===== src/rtl/rxq_pkg.sv =====
package rxq_pkg;

    // Per-cycle queue operation decided by the control logic
    typedef struct packed {
        logic push;
        logic pop;
        logic drop;
    } rxq_op_t;

    // Decision made by the free-space comparison
    typedef enum logic [1:0] {
        RTS_GO   = 2'd0,
        RTS_STOP = 2'd1,
        RTS_KEEP = 2'd2
    } rts_cmd_t;

    function automatic int free_slots(input int depth, input int used);
        return depth - used;
    endfunction

    function automatic rts_cmd_t rts_decide(input int free, input int level);
        if (free > level)
            return RTS_GO;
        else if (free < level)
            return RTS_STOP;
        else
            return RTS_KEEP;
    endfunction

endpackage


===== src/rtl/rxq_storage.sv =====
module rxq_storage #(
    parameter int DEPTH = 64,
    parameter int WIDTH = 8,
    localparam int AW = $clog2(DEPTH)
) (
    input  logic             clk,
    input  logic             we,
    input  logic [AW-1:0]    waddr,
    input  logic [WIDTH-1:0] wdata,
    input  logic [AW-1:0]    raddr,
    output logic [WIDTH-1:0] rdata
);

    logic [WIDTH-1:0] mem [DEPTH];

    always_ff @(posedge clk) begin
        if (we)
            mem[waddr] <= wdata;
    end

    assign rdata = mem[raddr];

endmodule


===== src/rtl/rxq_ptr_ctrl.sv =====
module rxq_ptr_ctrl
    import rxq_pkg::*;
#(
    parameter int DEPTH = 64,
    localparam int AW = $clog2(DEPTH),
    localparam int CW = AW + 1
) (
    input  logic          clk,
    input  logic          rst,
    input  logic          flush,
    input  logic          wr_req,
    input  logic          rd_req,
    output rxq_op_t       op,
    output logic [AW-1:0] wr_ptr,
    output logic [AW-1:0] rd_ptr,
    output logic [CW-1:0] count,
    output logic          empty,
    output logic          full,
    output logic          overrun
);

    localparam logic [CW-1:0] FULL_CNT = CW'(DEPTH);

    assign empty = (count == '0);
    assign full  = (count == FULL_CNT);

    // Flush wins over everything; a write into a full queue is dropped
    // regardless of a same-cycle pop.
    always_comb begin
        op.push = wr_req & ~full  & ~flush;
        op.pop  = rd_req & ~empty & ~flush;
        op.drop = wr_req &  full  & ~flush;
    end

    always_ff @(posedge clk) begin
        if (rst || flush) begin
            wr_ptr  <= '0;
            rd_ptr  <= '0;
            count   <= '0;
            overrun <= 1'b0;
        end else begin
            overrun <= op.drop;
            if (op.push)
                wr_ptr <= wr_ptr + AW'(1);
            if (op.pop)
                rd_ptr <= rd_ptr + AW'(1);
            unique case ({op.push, op.pop})
                2'b10:   count <= count + CW'(1);
                2'b01:   count <= count - CW'(1);
                default: count <= count;
            endcase
        end
    end

endmodule


===== src/rtl/rxq_rts_gen.sv =====
module rxq_rts_gen
    import rxq_pkg::*;
#(
    parameter int DEPTH     = 64,
    parameter int RTS_LEVEL = 32,
    localparam int CW = $clog2(DEPTH) + 1
) (
    input  logic          clk,
    input  logic          rst,
    input  logic          flush,
    input  logic [CW-1:0] count,
    input  logic          afc_en,
    input  logic          sw_req,
    output logic          rts_n
);

    rts_cmd_t cmd;
    logic     auto_rts_n;

    always_comb begin
        cmd = rts_decide(free_slots(DEPTH, int'(count)), RTS_LEVEL);
    end

    // Automatic state runs regardless of the enable so that switching
    // the enable on shows the current fill level.
    always_ff @(posedge clk) begin
        if (rst || flush) begin
            auto_rts_n <= 1'b0;
        end else begin
            unique case (cmd)
                RTS_GO:   auto_rts_n <= 1'b0;
                RTS_STOP: auto_rts_n <= 1'b1;
                default:  auto_rts_n <= auto_rts_n;
            endcase
        end
    end

    assign rts_n = afc_en ? auto_rts_n : ~sw_req;

endmodule


===== src/rtl/rxq_flowctl.sv =====
module rxq_flowctl
    import rxq_pkg::*;
#(
    parameter int DEPTH     = 64,
    parameter int WIDTH     = 8,
    parameter int RTS_LEVEL = 32,
    localparam int AW = $clog2(DEPTH),
    localparam int CW = AW + 1
) (
    input  logic             clk,
    input  logic             rst,
    input  logic             flush_i,
    input  logic             wr_en_i,
    input  logic [WIDTH-1:0] wr_data_i,
    input  logic             rd_pop_i,
    output logic [WIDTH-1:0] rd_data_o,
    output logic [CW-1:0]    count_o,
    output logic             empty_o,
    output logic             full_o,
    output logic             overrun_o,
    input  logic             afc_en_i,
    input  logic             sw_rts_req_i,
    output logic             rts_n_o
);

    rxq_op_t       op;
    logic [AW-1:0] wr_ptr;
    logic [AW-1:0] rd_ptr;

    rxq_ptr_ctrl #(.DEPTH(DEPTH)) u_ctrl (
        .clk     (clk),
        .rst     (rst),
        .flush   (flush_i),
        .wr_req  (wr_en_i),
        .rd_req  (rd_pop_i),
        .op      (op),
        .wr_ptr  (wr_ptr),
        .rd_ptr  (rd_ptr),
        .count   (count_o),
        .empty   (empty_o),
        .full    (full_o),
        .overrun (overrun_o)
    );

    rxq_storage #(.DEPTH(DEPTH), .WIDTH(WIDTH)) u_mem (
        .clk   (clk),
        .we    (op.push),
        .waddr (wr_ptr),
        .wdata (wr_data_i),
        .raddr (rd_ptr),
        .rdata (rd_data_o)
    );

    rxq_rts_gen #(.DEPTH(DEPTH), .RTS_LEVEL(RTS_LEVEL)) u_rts (
        .clk    (clk),
        .rst    (rst),
        .flush  (flush_i),
        .count  (count_o),
        .afc_en (afc_en_i),
        .sw_req (sw_rts_req_i),
        .rts_n  (rts_n_o)
    );

endmodule


===== config.mk =====
export PLATFORM = sky130hd
export DESIGN_NAME = rxq_flowctl
export DESIGN_NICKNAME = d
export VERILOG_FILES = /design/src/rtl/rxq_pkg.sv /design/src/rtl/rxq_storage.sv /design/src/rtl/rxq_ptr_ctrl.sv /design/src/rtl/rxq_rts_gen.sv /design/src/rtl/rxq_flowctl.sv
export SDC_FILE = /design/constraint.sdc
export NUM_CORES = 1
export LEC_CHECK = 0
export ABC_AREA = 1
export BUFFER_PORTS_ARGS = -buffer_cell sky130_fd_sc_hd__clkbuf_2
export CAP_MARGIN = 20
export CORE_UTILIZATION = 63
export CTS_CLUSTER_SIZE = 14
export DETAILED_ROUTE_END_ITERATION = 10
export PLACE_DENSITY = 0.8
export SLEW_MARGIN = 0
export SYNTH_ARGS = -nofsm -noshare
export SYNTH_HDL_FRONTEND = slang
export SYNTH_SLANG_ARGS = --single-unit

===== constraint.sdc =====
create_clock -name clk -period 3.5 [get_ports clk]
set_clock_uncertainty 0.1 [all_clocks]
set_input_delay 0.7 -clock clk [delete_from_list [all_inputs] [get_ports clk]]
set_output_delay 0.7 -clock clk [all_outputs]
set_load 0.02 [all_outputs]

Word level (Yosys, flattened, before mapping)
Memories as Yosys holds them, arrays and structs flattened. A register that Yosys moved wholly into a read port is not among the register bits.
Index checks and enable logic that the tools add are counted.
{"block": "op_classes", "n_addsub": 5, "n_reduce_logical": 5, "n_mux": 9, "bitwise_logic": 10, "n_eq_ne": 4, "n_lt_le_gt_ge": 2}
{"operator": "32-bit by 7-bit > comparator with 1-bit output, second input constant", "n": 1}
{"operator": "32-bit by 7-bit < comparator with 1-bit output, second input constant", "n": 1}
{"operator": "7-bit one-hot mux with 2 select lines", "n": 1}
{"operator": "6-bit by 1-bit adder with 6-bit output, second input constant", "n": 2}
{"operator": "6-bit 2-to-1 mux", "n": 2}
{"operator": "7-bit by 7-bit subtractor with 8-bit output, first input constant", "n": 1}
{"operator": "7-bit by 1-bit adder with 7-bit output, second input constant", "n": 1}
{"operator": "7-bit equality test, second input constant", "n": 1}
{"operator": "7-bit logical NOT", "n": 1}
{"operator": "7-bit by 1-bit subtractor with 7-bit output, second input constant", "n": 1}
{"operator": "1-bit bitwise AND", "n": 6}
{"operator": "2-bit by 1-bit equality test with 1-bit output, second input constant", "n": 2}
{"operator": "2-bit 2-to-1 mux", "n": 2}
{"operator": "1-bit NOT", "n": 4}
{"operator": "2-bit nonzero test", "n": 2}
{"operator": "1-bit 2-to-1 mux", "n": 3}
{"operator": "2-bit equality test, second input constant", "n": 1}
{"operator": "2-bit logical NOT", "n": 1}
{"operator": "1-bit one-hot mux with 2 select lines", "n": 1}
{"operator": "1-bit logical OR", "n": 1}
{"block": "word_totals", "ff_bits": 21, "ram_bits": 512, "n_memories": 1, "out_inout_bits": 19}
{"name": "u_mem.mem", "words": 64, "width": 8, "rd": 1, "rd_ports_with_merged_regs": 1, "wr": 1, "line_no": "rxq_storage.sv:14", "rtl": "logic [WIDTH-1:0] mem [DEPTH];"}

Longest topological paths before layout
{"block": "logic_depth", "word_depth": 6, "depth_mapped": 19}

Modules after synthesis
Synthesis repeated with hierarchy kept, for this count alone.
{"block": "hier_totals", "cells_unflattened": 1994, "hier_area_um2": 22570.4}
{"module": "rxq_storage", "seq_area_each_um2": 15374.7, "cells_per_inst": 1797, "area_per_inst_um2": 21179.1, "n_inst": 1}
{"module": "rxq_ptr_ctrl", "seq_area_each_um2": 400.4, "cells_per_inst": 186, "area_per_inst_um2": 1323.8, "n_inst": 1}
{"module": "rxq_rts_gen", "seq_area_each_um2": 20.0, "cells_per_inst": 11, "area_per_inst_um2": 67.6, "n_inst": 1}

Worst setup path before layout
OpenSTA, ideal clock, no wires.
{"block": "synth_path", "path_type": "reg2reg", "from": "register u_ctrl.count[5]", "to": "register u_ctrl.count[4]", "stages_incl_launch_ff": 19, "synth_period_minus_slack_ns": 2.648, "slack_ns": 0.852, "arrival_ns": 2.432, "setup_time_ns": 0.115, "required_ns": 3.285, "path_cell_list": "dfxtp_1 inv_2 nand3_1 o21ai_2 nor2_4 buf_6 inv_2 ha_1 buf_4 xnor2_1 inv_1 ha_1 inv_1 nand2_1 nand2_1 nand2_1 xor2_1 o21ai_0 inv_1"}
{"block": "synth_between", "elab_chain_cells": 6}
{"item": "from (decl)", "line_no": "rxq_ptr_ctrl.sv:16", "rtl": "output logic [CW-1:0] count,"}
{"item": "from (signal assigned)", "line_no": "rxq_ptr_ctrl.sv:48", "rtl": "2'b10: count <= count + CW'(1);"}
{"item": "from (signal assigned)", "line_no": "rxq_ptr_ctrl.sv:49", "rtl": "2'b01: count <= count - CW'(1);"}
{"item": "from (signal assigned)", "line_no": "rxq_ptr_ctrl.sv:50", "rtl": "default: count <= count;"}
{"item": "7-bit equality test or 7-bit logical NOT (tied branches)", "line_no": "rxq_ptr_ctrl.sv:25, rxq_ptr_ctrl.sv:24"}
{"item": "1-bit NOT (on tied branches)", "line_no": "rxq_ptr_ctrl.sv:30, rxq_ptr_ctrl.sv:31"}
{"item": "1-bit bitwise AND (on tied branches) (2 in series)", "line_no": "rxq_ptr_ctrl.sv:30, rxq_ptr_ctrl.sv:31"}
{"item": "2-bit by 1-bit equality test with 1-bit output or 2-bit equality test (tied branches)", "line_no": "rxq_ptr_ctrl.sv:47", "rtl": "unique case ({op.push, op.pop})"}
{"item": "7-bit one-hot mux with 2 select lines or 2-bit nonzero test (tied branches)"}
Parallel ways exist; a longest one is shown, timed or not.
A chain may end at the register's enable or synchronous reset.

==> flow_summary.ini <==
[clock_network]
clock_sinks = 539
cts_buffer_depth = 3
cts_buffers = 52
clkLatencyLatePin_ns = 0.57
postCtsHoldBufs = 0
cts_root_buffer = clkbuf_16
h-tree-depth = 2
cts_tree = yes
clkTransAtPathRegs_ns = 0.06

[global_routing]
grt_max_degree = 97
gr-total-overflow = 0
antenna_found_initial = 0
grtUsageTotal_pct = 30.0
grt_pass1_vias = 14900
grt_pass1_wl_um = 82600

[worst_setup_path]
slowest_stage = dfxtp_4
worstPathArrival_ns = 2.60
r2r_slack_ns = 0.73
crit_buf_inv = 3
cpPeakStageDelay_ns = 0.47
path_delay_family = simple AND/OR/NAND/NOR gates
rr_worst_depth = 17
cp.depth = 11
worstSetupPathType = reg2out
required_ns = 2.70
cp-endpoint = rd_data_o[4]
endpoint_kind = output pin
cp_cell_sequence = buf_16 > buf_16 > nand2_1 > nand3_1 > nand3_1 > nand2_1 > nand2_1 > nand3_1 > nand3_1 > nand2_1 > clkbuf_2
start_kind = register
r2r_end = u_ctrl.count[4]$_SDFFE_PP0P_
critPathMaxFanout = 43
worstReg2RegStart = u_ctrl.count[2]$_SDFFE_PP0P_

[power]
seqPwrFrac_pct = 53.4
cellLeakagePower_uw = 0.00920
intPower_uw = 10500
switching_share_pct = 20.7
powerDensity_nw_per_um2 = 527
power_frac_comb_pct = 4.6
p_sw_uw = 2740
pwr-share-clk_pct = 42.0
totalPowerFinal_uw = 13300
ir_drop_mv = 0.392

[sta]
hold_violations = 0
setup_slack_ns = 0.105
fin_crit_ns = 3.40
setup_violations = 0
fmax_ghz = 0.295
tightest_slew_ns = 1.13
post-route-period-util_pct = 97.0
slew_violations = 0
slew-limit-headroom_pct = 24.7
rsz0062_at_grt = yes

[routing]
dr.pass1.iters = 8
final_antenna_net_count = 0
drc = 0
viasPerCell = 6.16
vias = 15600
wirelength_um = 54700
drt_iter0_drc = 2403
wl_per_cell_um = 21.6

[die]
ioPinCount = 34
chipHeight_um = 191
die_area_um2 = 36500
initial_core_util_pct = 64.6
core_um2 = 34900
die_w_um = 191
num_rows = 68

[placement]
port_buffers = 33
globalplace.congestion = 0.887
dp_slack_ns = 0.621
hpwl_um = 31800

[logic_synthesis]
synth_flop_cell = edfxtp_1
ys_types = 33
postSynthAreaPerCell_um2 = 11.3
synth_cells = 1990
ys_ff_latch = 539
syn_nets = 2010
yosysSeqAreaShare_pct = 70.7
yosys_warnings = 0
synth-edff-count = 512
netlist_area_um2 = 22500
synthArstFlopShare_pct = 0

[min_path]
hold_class = in2reg

[final_layout]
syn2layout_area_growth_pct = 11.7
fill_cells = 2227
layout-drive-gt1-share_pct = 10.2
layout_common_cells = 706 x nand2_1, 512 x edfxtp_1, 448 x nand3_1
layout_commonest_cell = nand2_1
fin_nets = 2057

[run_status]
outcome = finished, final reports clean

[run]
cap_violations = 0
power groups by stage:
| stage | clock (uW) | sequential (uW) | combinational, uW |
|---|---|---|---|
| floorplan | 0 | 7220 | 335 |
| global placement | 0 | 7210 | 545 |
| detailed placement | 0 | 7210 | 562 |
| CTS | 5600 | 7080 | 567 |
| global route | 5840 | 7080 | 664 |
| finish | 5570 | 7080 | 614 |
final cells by class:
| type | count | area, um2 | share of cell area (%) |
|---|---|---|---|
| Sequential cell | 539 | 15900 | 63.3 |
| Multi-Input combinational cell | 1300 | 5730 | 22.8 |
| Clock buffer | 63 | 1410 | 5.58 |
| Timing Repair Buffer | 107 | 1050 | 4.18 |
| Tap cell | 455 | 569 | 2.26 |
| Clock inverter | 30 | 294 | 1.17 |
| Inverter | 37 | 179 | 0.711 |
| Antenna cell | 1 | 2.50 | 0.00995 |
state kept, by name, summed over array words and instances, names as in the netlist, named ones only:
name,flops
u_ctrl.wr_ptr,6
u_ctrl.count,7
u_ctrl.rd_ptr,6
u_ctrl.overrun,1
u_mem.mem,512
u_rts.auto_rts_n,1
how the worst min path moves through the flow:
stage | startpoint | to | slack, ns | cells after the start
4_1_cts | wr_en_i | u_ctrl.overrun$_SDFF_PP0_ | 0.29 | 2
5_1_grt | wr_en_i | u_ctrl.overrun$_SDFF_PP0_ | 0.32 | 2
3_5_place_dp | u_ctrl.rd_ptr[1]$_SDFFE_PP0N_ | register | 0.39 | 2
3_3_place_gp | u_ctrl.rd_ptr[2]$_SDFFE_PP0N_ | register | 0.38 | 2
6_report | wr_en_i | u_ctrl.overrun$_SDFF_PP0_ | 0.31 | 2
2_1_floorplan | u_ctrl.rd_ptr[2]$_SDFFE_PP0N_ | register | 0.36 | 2
per-stage QoR:
| step | hold WS (ns) | util, % | cells | setup TNS (ns) | instance area (um2) |
|---|---|---|---|---|---|
| after global placement | 0.381 | 66.6 | 2429 | 0 | 23200 |
| after global routing | 0.324 | 72.1 | 2531 | -0.00816 | 25200 |
| after CTS | 0.293 | 71.5 | 2522 | 0 | 24900 |
| after detailed placement | 0.386 | 66.6 | 2429 | 0 | 23200 |
| final | 0.310 | 72.1 | 2532 | 0 | 25200 |
| after floorplan | 0.360 | - | 1990 | 0 | 22500 |
synthesized netlist by cell type, types with 5 or more instances:
library cell	instances	area [um2]
o21ai_0	8	40.0
inv_2	6	22.5
clkbuf_1	12	45.0
dfxtp_1	27	541
inv_1	27	101
buf_1	9	33.8
edfxtp_1	512	15400
ha_1	5	62.6
nand2_1	708	2660
buf_6	23	259
nor2_1	80	300
a21oi_1	20	100
buf_4	10	75.1
nand4_4	6	128
buf_2	59	295
nand3_1	448	2240
logic make-up after synthesis:
logic type	share of synthesized area, %
compound gates	0.789
xor+xnor	0.233
fa+ha+maj	0.278
buf+inv	3.92
flops	70.7
simple gates	24.1
metal layers:
metal / vias to the layer above / global-route usage, % / share of wire [%]
li1: 7023 / - / -
met1: 7394 / 42.1 / 38
met2: 1031 / 47.4 / 47
met3: 143 / 5.14 / 12
met4: 0 / 11.5 / 3.3
met5: - / 0 / 0
what timing repair did:
item / 4_1_cts / 5_1_grt
buffers inserted: 0 / 4
setup endpoints to repair: 0 / 8
gates resized for setup: 0 / 12
Note: power is estimated with default switching activity, not from simulation.
